`src/rtl/evq_pkg.sv`:
```
// Package: shared sequencing states for the event log queue.
// Assumes: only the control sequencer uses the state type.
package evq_pkg;

    typedef enum logic [1:0] {
        ST_IDLE = 2'd0,
        ST_READ = 2'd1,
        ST_CMP  = 2'd2,
        ST_DEL  = 2'd3
    } evq_state_e;

endpackage

```
`src/rtl/evq_ring.sv`:
```
// Module: circular record store holding payload, handle and time per slot.
// Assumes: push is never raised while full, pop never while empty, and
// push and pop are not raised together in practice (both are handled anyway).
// pk_off selects a record by its distance from the oldest one.
module evq_ring #(
    parameter int DEPTH = 8,
    parameter int PAY_W = 32,
    parameter int TS_W  = 32,
    parameter int HDL_W = 16,
    localparam int PTR_W = (DEPTH > 1) ? $clog2(DEPTH) : 1,
    localparam int CNT_W = $clog2(DEPTH + 1)
) (
    input  logic             clk,
    input  logic             rst_n,
    input  logic             push,
    input  logic [PAY_W-1:0] push_pay,
    input  logic [HDL_W-1:0] push_hdl,
    input  logic [TS_W-1:0]  push_ts,
    input  logic             pop,
    input  logic [CNT_W-1:0] pk_off,
    output logic [CNT_W-1:0] occ,
    output logic             pending,
    output logic [PAY_W-1:0] pk_pay,
    output logic [HDL_W-1:0] pk_hdl,
    output logic [TS_W-1:0]  pk_ts
);

    logic [PTR_W-1:0] head;
    logic [PTR_W-1:0] tail;
    logic [PAY_W-1:0] pay_mem [DEPTH];
    logic [HDL_W-1:0] hdl_mem [DEPTH];
    logic [TS_W-1:0]  ts_mem  [DEPTH];
    logic [CNT_W:0]   pk_sum;
    logic [CNT_W:0]   pk_wrap;
    logic [PTR_W-1:0] pk_idx;

    function automatic logic [PTR_W-1:0] bump(input logic [PTR_W-1:0] p);
        return (p == PTR_W'(DEPTH - 1)) ? '0 : p + 1'b1;
    endfunction

    // Advance write and read pointers.
    always_ff @(posedge clk) begin
        if (!rst_n) begin
            head <= '0;
            tail <= '0;
        end else begin
            if (push) tail <= bump(tail);
            if (pop)  head <= bump(head);
        end
    end

    // Track how many records are held.
    always_ff @(posedge clk) begin
        if (!rst_n) begin
            occ <= '0;
        end else begin
            case ({push, pop})
                2'b10:   occ <= occ + 1'b1;
                2'b01:   occ <= occ - 1'b1;
                default: occ <= occ;
            endcase
        end
    end

    // Pending level: set by a store, cleared when a removal empties the log.
    always_ff @(posedge clk) begin
        if (!rst_n) begin
            pending <= 1'b0;
        end else if (push) begin
            pending <= 1'b1;
        end else if (pop && occ == CNT_W'(1)) begin
            pending <= 1'b0;
        end
    end

    // Write the incoming record into the tail slot (storage needs no reset).
    always_ff @(posedge clk) begin
        if (push) begin
            pay_mem[tail] <= push_pay;
            hdl_mem[tail] <= push_hdl;
            ts_mem[tail]  <= push_ts;
        end
    end

    // Locate the slot pk_off positions after the head, modulo DEPTH.
    always_comb begin
        pk_sum  = (CNT_W + 1)'(head) + (CNT_W + 1)'(pk_off);
        pk_wrap = (pk_sum >= (CNT_W + 1)'(DEPTH)) ? pk_sum - (CNT_W + 1)'(DEPTH) : pk_sum;
        pk_idx  = pk_wrap[PTR_W-1:0];
    end

    assign pk_pay = pay_mem[pk_idx];
    assign pk_hdl = hdl_mem[pk_idx];
    assign pk_ts  = ts_mem[pk_idx];

endmodule

```
`src/rtl/evq_hgen.sv`:
```
// Module: handle counter that skips zero on wrap.
// Assumes: adv is raised once per stored record.
module evq_hgen #(
    parameter int HDL_W = 16
) (
    input  logic             clk,
    input  logic             rst_n,
    input  logic             adv,
    output logic [HDL_W-1:0] cur
);

    logic [HDL_W-1:0] inc;

    assign inc = cur + 1'b1;

    // Start at one; step past zero when the count wraps.
    always_ff @(posedge clk) begin
        if (!rst_n) begin
            cur <= HDL_W'(1);
        end else if (adv) begin
            cur <= (inc == '0) ? HDL_W'(1) : inc;
        end
    end

endmodule

```
`src/rtl/evq_ovf.sv`:
```
// Module: overflow statistics, a saturating loss count with first and last times.
// Assumes: wipe (a removal) and drop (a lost insert) never coincide; wipe wins.
module evq_ovf #(
    parameter int TS_W  = 32,
    parameter int OVF_W = 16
) (
    input  logic             clk,
    input  logic             rst_n,
    input  logic             drop,
    input  logic             wipe,
    input  logic [TS_W-1:0]  now,
    output logic [OVF_W-1:0] cnt,
    output logic [TS_W-1:0]  t_first,
    output logic [TS_W-1:0]  t_last
);

    // Count losses and stamp them; a removal clears everything.
    always_ff @(posedge clk) begin
        if (!rst_n || wipe) begin
            cnt     <= '0;
            t_first <= '0;
            t_last  <= '0;
        end else if (drop) begin
            if (cnt == '0) t_first <= now;
            if (cnt != '1) cnt <= cnt + 1'b1;
            t_last <= now;
        end
    end

endmodule

```
`src/rtl/evq_ctrl.sv`:
```
// Module: read streamer and two-phase clear sequencer.
// Assumes: occupancy does not fall during a read, and no insert reaches the
// store while a clear is active (the top drops ins_ready for that).
module evq_ctrl
    import evq_pkg::*;
#(
    parameter int DEPTH   = 8,
    parameter int PAY_W   = 32,
    parameter int TS_W    = 32,
    parameter int HDL_W   = 16,
    parameter int OVF_W   = 16,
    parameter int CLR_MAX = 8,
    localparam int CNT_W  = $clog2(DEPTH + 1),
    localparam int LCNT_W = $clog2(CLR_MAX + 1),
    localparam int LI_W   = (CLR_MAX > 1) ? $clog2(CLR_MAX) : 1,
    localparam int CW     = ((CNT_W > LCNT_W) ? CNT_W : LCNT_W) + 1
) (
    input  logic                     clk,
    input  logic                     rst_n,
    input  logic                     rd_req,
    input  logic [CNT_W-1:0]         rd_max,
    input  logic                     clr_req,
    input  logic [LCNT_W-1:0]        clr_num,
    input  logic [CLR_MAX*HDL_W-1:0] clr_list,
    input  logic [CNT_W-1:0]         occ,
    input  logic [PAY_W-1:0]         pk_pay,
    input  logic [HDL_W-1:0]         pk_hdl,
    input  logic [TS_W-1:0]          pk_ts,
    input  logic [OVF_W-1:0]         ovf_cnt,
    input  logic [TS_W-1:0]          ovf_first,
    input  logic [TS_W-1:0]          ovf_last,
    output logic [CNT_W-1:0]         pk_off,
    output logic                     pop,
    output logic                     clr_active,
    output logic                     busy,
    output logic                     rd_hdr_valid,
    output logic [CNT_W-1:0]         rd_num,
    output logic                     rd_more,
    output logic                     rd_ovf,
    output logic [OVF_W-1:0]         rd_ovf_cnt,
    output logic [TS_W-1:0]          rd_ovf_first,
    output logic [TS_W-1:0]          rd_ovf_last,
    output logic                     rd_rec_valid,
    output logic [PAY_W-1:0]         rd_rec_payload,
    output logic [HDL_W-1:0]         rd_rec_handle,
    output logic [TS_W-1:0]          rd_rec_ts,
    output logic                     clr_done,
    output logic                     clr_ok
);

    evq_state_e                st;
    logic [CNT_W-1:0]          k;
    logic [CW-1:0]             j;
    logic [CW-1:0]             del;
    logic [CW-1:0]             ln;
    logic [CLR_MAX*HDL_W-1:0]  lst_q;
    logic [HDL_W-1:0]          lst_h [CLR_MAX];
    logic [CNT_W-1:0]          rd_take;
    logic [CW-1:0]             num_cap;
    logic [HDL_W-1:0]          cur_h;
    logic                      cmp_end;
    logic                      cmp_bad;

    // Split the captured handle list into slots.
    for (genvar g = 0; g < CLR_MAX; g++) begin : g_slot
        assign lst_h[g] = lst_q[g*HDL_W +: HDL_W];
    end

    // Derived request values and compare-phase decisions.
    always_comb begin
        rd_take = (rd_max < occ) ? rd_max : occ;
        num_cap = (CW'(clr_num) > CW'(CLR_MAX)) ? CW'(CLR_MAX) : CW'(clr_num);
        cmp_end = (j >= ln) || (j >= CW'(occ));
        cur_h   = lst_h[j[LI_W-1:0]];
        cmp_bad = (cur_h == '0) || (cur_h != pk_hdl);
    end

    assign clr_active = (st == ST_CMP) || (st == ST_DEL);
    assign busy       = (st != ST_IDLE);
    assign pop        = (st == ST_DEL);
    assign pk_off     = clr_active ? CNT_W'(j) : k;

    // Sequencer: idle, stream records, compare handles, delete from head.
    always_ff @(posedge clk) begin
        if (!rst_n) begin
            st           <= ST_IDLE;
            k            <= '0;
            j            <= '0;
            del          <= '0;
            ln           <= '0;
            lst_q        <= '0;
            rd_hdr_valid <= 1'b0;
            rd_num       <= '0;
            rd_more      <= 1'b0;
            rd_ovf       <= 1'b0;
            rd_ovf_cnt   <= '0;
            rd_ovf_first <= '0;
            rd_ovf_last  <= '0;
            rd_rec_valid <= 1'b0;
            clr_done     <= 1'b0;
            clr_ok       <= 1'b0;
        end else begin
            rd_hdr_valid <= 1'b0;
            rd_rec_valid <= 1'b0;
            clr_done     <= 1'b0;
            case (st)
                ST_IDLE: begin
                    if (clr_req) begin
                        lst_q <= clr_list;
                        ln    <= num_cap;
                        j     <= '0;
                        st    <= ST_CMP;
                    end else if (rd_req) begin
                        rd_hdr_valid <= 1'b1;
                        rd_num       <= rd_take;
                        rd_more      <= (occ != '0);
                        rd_ovf       <= (ovf_cnt != '0);
                        rd_ovf_cnt   <= ovf_cnt;
                        rd_ovf_first <= ovf_first;
                        rd_ovf_last  <= ovf_last;
                        k            <= '0;
                        st           <= (rd_take == '0) ? ST_IDLE : ST_READ;
                    end
                end
                ST_READ: begin
                    rd_rec_valid <= 1'b1;
                    k            <= k + 1'b1;
                    if (k + 1'b1 == rd_num) st <= ST_IDLE;
                end
                ST_CMP: begin
                    if (cmp_end) begin
                        if (j == '0) begin
                            clr_done <= 1'b1;
                            clr_ok   <= 1'b1;
                            st       <= ST_IDLE;
                        end else begin
                            del <= j;
                            st  <= ST_DEL;
                        end
                    end else if (cmp_bad) begin
                        clr_done <= 1'b1;
                        clr_ok   <= 1'b0;
                        st       <= ST_IDLE;
                    end else begin
                        j <= j + 1'b1;
                    end
                end
                ST_DEL: begin
                    del <= del - 1'b1;
                    if (del == CW'(1)) begin
                        clr_done <= 1'b1;
                        clr_ok   <= 1'b1;
                        st       <= ST_IDLE;
                    end
                end
                default: st <= ST_IDLE;
            endcase
        end
    end

    // Register the streamed record (no reset needed; qualified by rd_rec_valid).
    always_ff @(posedge clk) begin
        if (st == ST_READ) begin
            rd_rec_payload <= pk_pay;
            rd_rec_handle  <= pk_hdl;
            rd_rec_ts      <= pk_ts;
        end
    end

endmodule

```
`src/rtl/evq_top.sv`:
```
// Module: handled event log queue top. It stores records with handles and
// times, tracks losses when full, streams reads and runs all-or-nothing clears.
// Assumes: ts_in advances freely; the host keeps ins_valid high until ins_ready.
module evq_top #(
    parameter int DEPTH   = 8,
    parameter int PAY_W   = 32,
    parameter int TS_W    = 32,
    parameter int HDL_W   = 16,
    parameter int OVF_W   = 16,
    parameter int CLR_MAX = 8,
    localparam int CNT_W  = $clog2(DEPTH + 1),
    localparam int LCNT_W = $clog2(CLR_MAX + 1)
) (
    input  logic                     clk,
    input  logic                     rst_n,
    input  logic [TS_W-1:0]          ts_in,
    input  logic                     ins_valid,
    input  logic [PAY_W-1:0]         ins_payload,
    output logic                     ins_ready,
    input  logic                     rd_req,
    input  logic [CNT_W-1:0]         rd_max,
    output logic                     rd_hdr_valid,
    output logic [CNT_W-1:0]         rd_num,
    output logic                     rd_more,
    output logic                     rd_ovf,
    output logic [OVF_W-1:0]         rd_ovf_cnt,
    output logic [TS_W-1:0]          rd_ovf_first,
    output logic [TS_W-1:0]          rd_ovf_last,
    output logic                     rd_rec_valid,
    output logic [PAY_W-1:0]         rd_rec_payload,
    output logic [HDL_W-1:0]         rd_rec_handle,
    output logic [TS_W-1:0]          rd_rec_ts,
    input  logic                     clr_req,
    input  logic [LCNT_W-1:0]        clr_num,
    input  logic [CLR_MAX*HDL_W-1:0] clr_list,
    output logic                     clr_done,
    output logic                     clr_ok,
    output logic                     busy,
    output logic                     pending,
    output logic                     irq
);

    logic [CNT_W-1:0] occ;
    logic [CNT_W-1:0] pk_off;
    logic [PAY_W-1:0] pk_pay;
    logic [HDL_W-1:0] pk_hdl;
    logic [TS_W-1:0]  pk_ts;
    logic [HDL_W-1:0] cur_hdl;
    logic [OVF_W-1:0] ovf_cnt;
    logic [TS_W-1:0]  ovf_first;
    logic [TS_W-1:0]  ovf_last;
    logic             pop;
    logic             clr_active;
    logic             take;
    logic             push;
    logic             drop;

    assign ins_ready = !clr_active;
    assign take      = ins_valid && ins_ready;
    assign push      = take && (occ != CNT_W'(DEPTH));
    assign drop      = take && (occ == CNT_W'(DEPTH));

    // Interrupt pulse when a store fills an empty log.
    always_ff @(posedge clk) begin
        if (!rst_n) irq <= 1'b0;
        else        irq <= push && (occ == '0);
    end

    evq_ring #(
        .DEPTH(DEPTH), .PAY_W(PAY_W), .TS_W(TS_W), .HDL_W(HDL_W)
    ) u_ring (
        .clk(clk), .rst_n(rst_n),
        .push(push), .push_pay(ins_payload), .push_hdl(cur_hdl), .push_ts(ts_in),
        .pop(pop), .pk_off(pk_off),
        .occ(occ), .pending(pending),
        .pk_pay(pk_pay), .pk_hdl(pk_hdl), .pk_ts(pk_ts)
    );

    evq_hgen #(.HDL_W(HDL_W)) u_hgen (
        .clk(clk), .rst_n(rst_n), .adv(push), .cur(cur_hdl)
    );

    evq_ovf #(.TS_W(TS_W), .OVF_W(OVF_W)) u_ovf (
        .clk(clk), .rst_n(rst_n), .drop(drop), .wipe(pop), .now(ts_in),
        .cnt(ovf_cnt), .t_first(ovf_first), .t_last(ovf_last)
    );

    evq_ctrl #(
        .DEPTH(DEPTH), .PAY_W(PAY_W), .TS_W(TS_W), .HDL_W(HDL_W),
        .OVF_W(OVF_W), .CLR_MAX(CLR_MAX)
    ) u_ctrl (
        .clk(clk), .rst_n(rst_n),
        .rd_req(rd_req), .rd_max(rd_max),
        .clr_req(clr_req), .clr_num(clr_num), .clr_list(clr_list),
        .occ(occ), .pk_pay(pk_pay), .pk_hdl(pk_hdl), .pk_ts(pk_ts),
        .ovf_cnt(ovf_cnt), .ovf_first(ovf_first), .ovf_last(ovf_last),
        .pk_off(pk_off), .pop(pop), .clr_active(clr_active), .busy(busy),
        .rd_hdr_valid(rd_hdr_valid), .rd_num(rd_num), .rd_more(rd_more),
        .rd_ovf(rd_ovf), .rd_ovf_cnt(rd_ovf_cnt),
        .rd_ovf_first(rd_ovf_first), .rd_ovf_last(rd_ovf_last),
        .rd_rec_valid(rd_rec_valid), .rd_rec_payload(rd_rec_payload),
        .rd_rec_handle(rd_rec_handle), .rd_rec_ts(rd_rec_ts),
        .clr_done(clr_done), .clr_ok(clr_ok)
    );

endmodule

```
`config.mk`:
```
export PLATFORM = sky130hd
export DESIGN_NAME = evq_top
export DESIGN_NICKNAME = d
export VERILOG_FILES = /design/src/rtl/evq_pkg.sv /design/src/rtl/evq_ring.sv /design/src/rtl/evq_hgen.sv /design/src/rtl/evq_ovf.sv /design/src/rtl/evq_ctrl.sv /design/src/rtl/evq_top.sv
export SDC_FILE = /design/constraint.sdc
export NUM_CORES = 2
export LEC_CHECK = 0
export CAP_MARGIN = 20
export CELL_PAD_IN_SITES_DETAIL_PLACEMENT = 0
export CELL_PAD_IN_SITES_GLOBAL_PLACEMENT = 1
export CORE_UTILIZATION = 50
export CTS_BUF_LIST = sky130_fd_sc_hd__clkbuf_16
export CTS_CLUSTER_DIAMETER = 80
export DETAILED_ROUTE_END_ITERATION = 8
export GPL_ROUTABILITY_DRIVEN = 0
export PLACE_DENSITY_LB_ADDON = 0.2
export SYNTH_ARGS = -nofsm -noshare
export SYNTH_HDL_FRONTEND = slang
export SYNTH_HIERARCHICAL = 1
export SYNTH_SLANG_ARGS = --single-unit
export TNS_END_PERCENT = 1
```
`constraint.sdc`:
```
create_clock -name clk -period 15.38 [get_ports clk]
set_input_delay 3.076 -clock clk [delete_from_list [all_inputs] [get_ports clk]]
set_output_delay 3.076 -clock clk [all_outputs]
set_load 0.005 [all_outputs]
```
==> insert_results.sql <==
INSERT INTO impl_metrics (metric_group, metric, value, unit) VALUES
('outcome', 'status', 'complete, no violations', ''),
('grt', 'grt_first_pass_wirelength', '152000', 'um'),
('cts', 'root_buffer', 'clkbuf_16', ''),
('placed_design', 'post_dp_hpwl', '61800', 'um'),
('cts', 'postCtsSetupRepairBufs', '0', ''),
('worst_setup_path', 'cpMostUsedCell', 'buf_4', ''),
('timing', 'post-route-period-util', '39.0', '%'),
('worst_setup_path', 'top_fanout_value_on_the_critical_path', '53', ''),
('cts', 'numCtsBuffers', '105', ''),
('grt', 'grt_antenna_before_repair', '6', ''),
('grt', 'total_grt_overflow', '0', ''),
('power_and_ir_drop', 'leakage_component_of_the_power', '16.6', 'nW'),
('worst_setup_path', 'critPathCaptureType', 'register', ''),
('hold_path', 'hold_path_class', 'reg -> reg', ''),
('worst_setup_path', 'critical-path-max-stage-delay', '0.91', 'ns'),
('placed_design', 'place.port_buffers', '378', ''),
('power_and_ir_drop', 'pwr_density_cell', '128', 'nW/um^2'),
('finish', 'finish.utilization', '60.5', '%'),
('synth', 'synth_area', '41500', 'sq um'),
('finish', 'post_layout_nonfiller_instances', '4307', ''),
('cts', 'clock-sinks', '1066', ''),
('worst_setup_path', 'worst-setup-path-type', 'in -> reg', ''),
('die', 'num_io_pins', '379', ''),
('routing', 'remaining_drc_errors', '0', ''),
('timing', 'final_hold_violations', '0', ''),
('routing', 'detail_route.wl_per_cell', '23.1', 'um'),
('timing', 'rsz_0062_raised_after_global_routing', 'false', ''),
('cts', 'clock_tree.htree_level_count', '3', ''),
('timing', 'finalClockSkew', '0.0340', 'ns'),
('cts', 'clk_latency', '0.68', 'ns'),
('timing', 'totalNegativeSetupSlack', '0', 'ns'),
('routing', 'routed_wl', '99600', 'um'),
('synth', 'synthesis.nets', '3012', ''),
('timing', 'achievable-frequency', '167', 'MHz'),
('grt', 'grt_max_degree', '165', ''),
('grt', 'first_global_vias', '24618', ''),
('synth', 'synth-warning-count', '6', ''),
('die', 'die_area', '84100', 'sq um'),
('timing', 'report.final.setup_viol', '0', ''),
('cts', 'cts_tree', 'built', ''),
('cts', 'clk_transition_reported_paths', '0.06', 'ns'),
('die', 'core', '82100', 'sq um'),
('finish', 'drive_above_1_share', '15.1', '%'),
('timing', 'drv_slew', '0', ''),
('worst_setup_path', 'worst-endpoint-required', '15.65', 'ns'),
('die', 'die_h', '290', 'um'),
('synth', 'postSynthAreaPerCell', '14.9', 'sq um'),
('routing', 'drt_pass1_iterations', '5', ''),
('finish', 'flow.area_growth_from_synthesis', '19.8', '%'),
('power_and_ir_drop', 'ir_drop', '0.0000945', 'V'),
('routing', 'detailroute.via_count', '24543', ''),
('die', 'initial_cell_density_of_the_core', '50.5', '%'),
('timing', 'period_needed', '6.00', 'ns'),
('routing', 'dr.first_iter.drc_count', '1885', ''),
('cts', 'hold_fix_buffers_cts', '0', ''),
('flow_run', 'max_cap_viol_count', '0', ''),
('finish', 'finish.net_count', '3374', ''),
('die', 'core.rowCount', '105', ''),
('die', 'die_w', '290', 'um'),
('worst_setup_path', 'cells_traversed_along_the_worst_timing_path', 'clkdlybuf4s50_1, nand2b_2, a21oi_1, buf_4, nand2b_1, nor2_4, buf_4', ''),
('synth', 'netlist_instances', '2778', ''),
('grt', 'globalRouteTotalUtil', '23.7', '%'),
('worst_setup_path', 'critical_path_arrival', '6.27', 'ns'),
('worst_setup_path', 'worstSetupStartpointType', 'primary input', ''),
('timing', 'slew-limit-headroom', '24.4', '%'),
('cts', 'cts.repair.resized', '0', ''),
('routing', 'avgViaCountPerCell', '5.70', ''),
('power_and_ir_drop', 'power', '6.38', 'mW'),
('worst_setup_path', 'crit_path_top_delay_cell', 'nor2_4', ''),
('routing', 'antenna_left', '0', ''),
('timing', 'tightest_slew', '1.13', 'ns'),
('cts', 'clockBufferDepth', '3', ''),
('placed_design', 'place_inst', '4100', '');
metrics by stage:
| step | worst slack (ns) | cell area (sq um) | hold WS [ns] |
|---|---|---|---|
| finish | 9.38 | 49700 | 0.447 |
| global route | 9.32 | 49700 | 0.462 |
| CTS | 9.40 | 49600 | 0.453 |
| detailed placement | 8.71 | 46200 | 0.443 |
| global placement | 8.82 | 46200 | 0.436 |
| floorplan | 5.60 | 41500 | 0.431 |
path summary, 6_finish.rpt:
check | slack, ns | startpoint | depth (start not counted) | endpoint
max | 9.38 | ins_valid | 7 | u_ring/hdl_mem[3][12]$_DFFE_PP_
min reg2reg | 0.45 | u_ovf/t_last[7]$_SDFFE_PP0P_ | 2 | u_ctrl/rd_ovf_last[7]$_SDFFE_PN0P_
min | 0.45 | u_ovf/t_last[7]$_SDFFE_PP0P_ | 2 | u_ctrl/rd_ovf_last[7]$_SDFFE_PN0P_
max reg2reg | 9.67 | u_ctrl/j[0]$_SDFFE_PN0P_ | 12 | u_ctrl/st[0]$_SDFFE_PN0P_
sequential cells by signal (all words and copies together) (netlist names), 5 cells and up:
register	cells
u_ring/pay_mem	256
u_ring/ts_mem	256
u_ctrl/lst_q	128
u_ring/hdl_mem	128
u_ctrl/rd_ovf_first	32
u_ctrl/rd_ovf_last	32
u_ctrl/rd_rec_payload	32
u_ctrl/rd_rec_ts	32
u_ovf/t_first	32
u_ovf/t_last	32
u_ctrl/rd_ovf_cnt	16
u_ctrl/rd_rec_handle	16
u_hgen/cur	16
u_ovf/cnt	16
u_ctrl/del	5
u_ctrl/j	5
critical path, delay by kind of cell:
| family | cells | cell delay, ns |
|---|---|---|
| compound gates | 1 | 0.13 |
| simple gates | 3 | 1.27 |
| buf+inv | 3 | 1.72 |
cell type report:
cell class,count,area (sq um)
flip-flops and latches,1066,28500
well taps,1070,1340
clock buffers,109,2730
diodes,8,20.0
fillers,6144,32400
repair buffers,409,4070
clock inverters,87,683
inverters,33,134
multi-input cells,1525,12200
report_power, final:
part           leakage, nW  switching, mW  internal [mW]
clock network         1.79           1.06           1.43
registers             9.39         0.0535           3.18
logic                 5.39          0.349          0.297
total                 16.6           1.47           4.91
routing by layer:
metal	track usage [%]	wire length, um	vias to the layer above
met5	0	25	-
met4	6.86	2330	4
met3	3.80	5820	156
met2	37.3	46900	797
met1	34.2	44500	12442
li1	-	-	11144
cells in the final DEF, fill, tap and decap left out, types with 5 or more instances in the layout:
| cell | count |
|---|---|
| nand4_1 | 22 |
| clkinv_2 | 13 |
| nor4_1 | 13 |
| bufinv_16 | 9 |
| or3_1 | 11 |
| nand3b_1 | 9 |
| xor2_1 | 9 |
| a21oi_1 | 249 |
| edfxtp_1 | 720 |
| o21ai_0 | 19 |
| xnor2_1 | 26 |
| or4_1 | 5 |
| nor2_1 | 112 |
| a211oi_1 | 8 |
| clkinv_1 | 22 |
| diode_2 | 8 |
| nor2_4 | 6 |
| clkdlybuf4s50_1 | 378 |
| buf_4 | 28 |
| mux4_2 | 174 |
| nand2b_1 | 11 |
| nor3_1 | 13 |
| and2_1 | 15 |
| nand3_1 | 15 |
| clkbuf_16 | 109 |
| inv_1 | 62 |
| mux2_2 | 87 |
| ha_1 | 27 |
| o31ai_1 | 6 |
| nor2b_1 | 5 |
| mux2i_1 | 106 |
| and3_1 | 5 |
| a22oi_1 | 16 |
| dfxtp_1 | 345 |
| nand2_1 | 460 |
| a21o_1 | 5 |
Note: power is estimated with default switching activity, not from simulation.
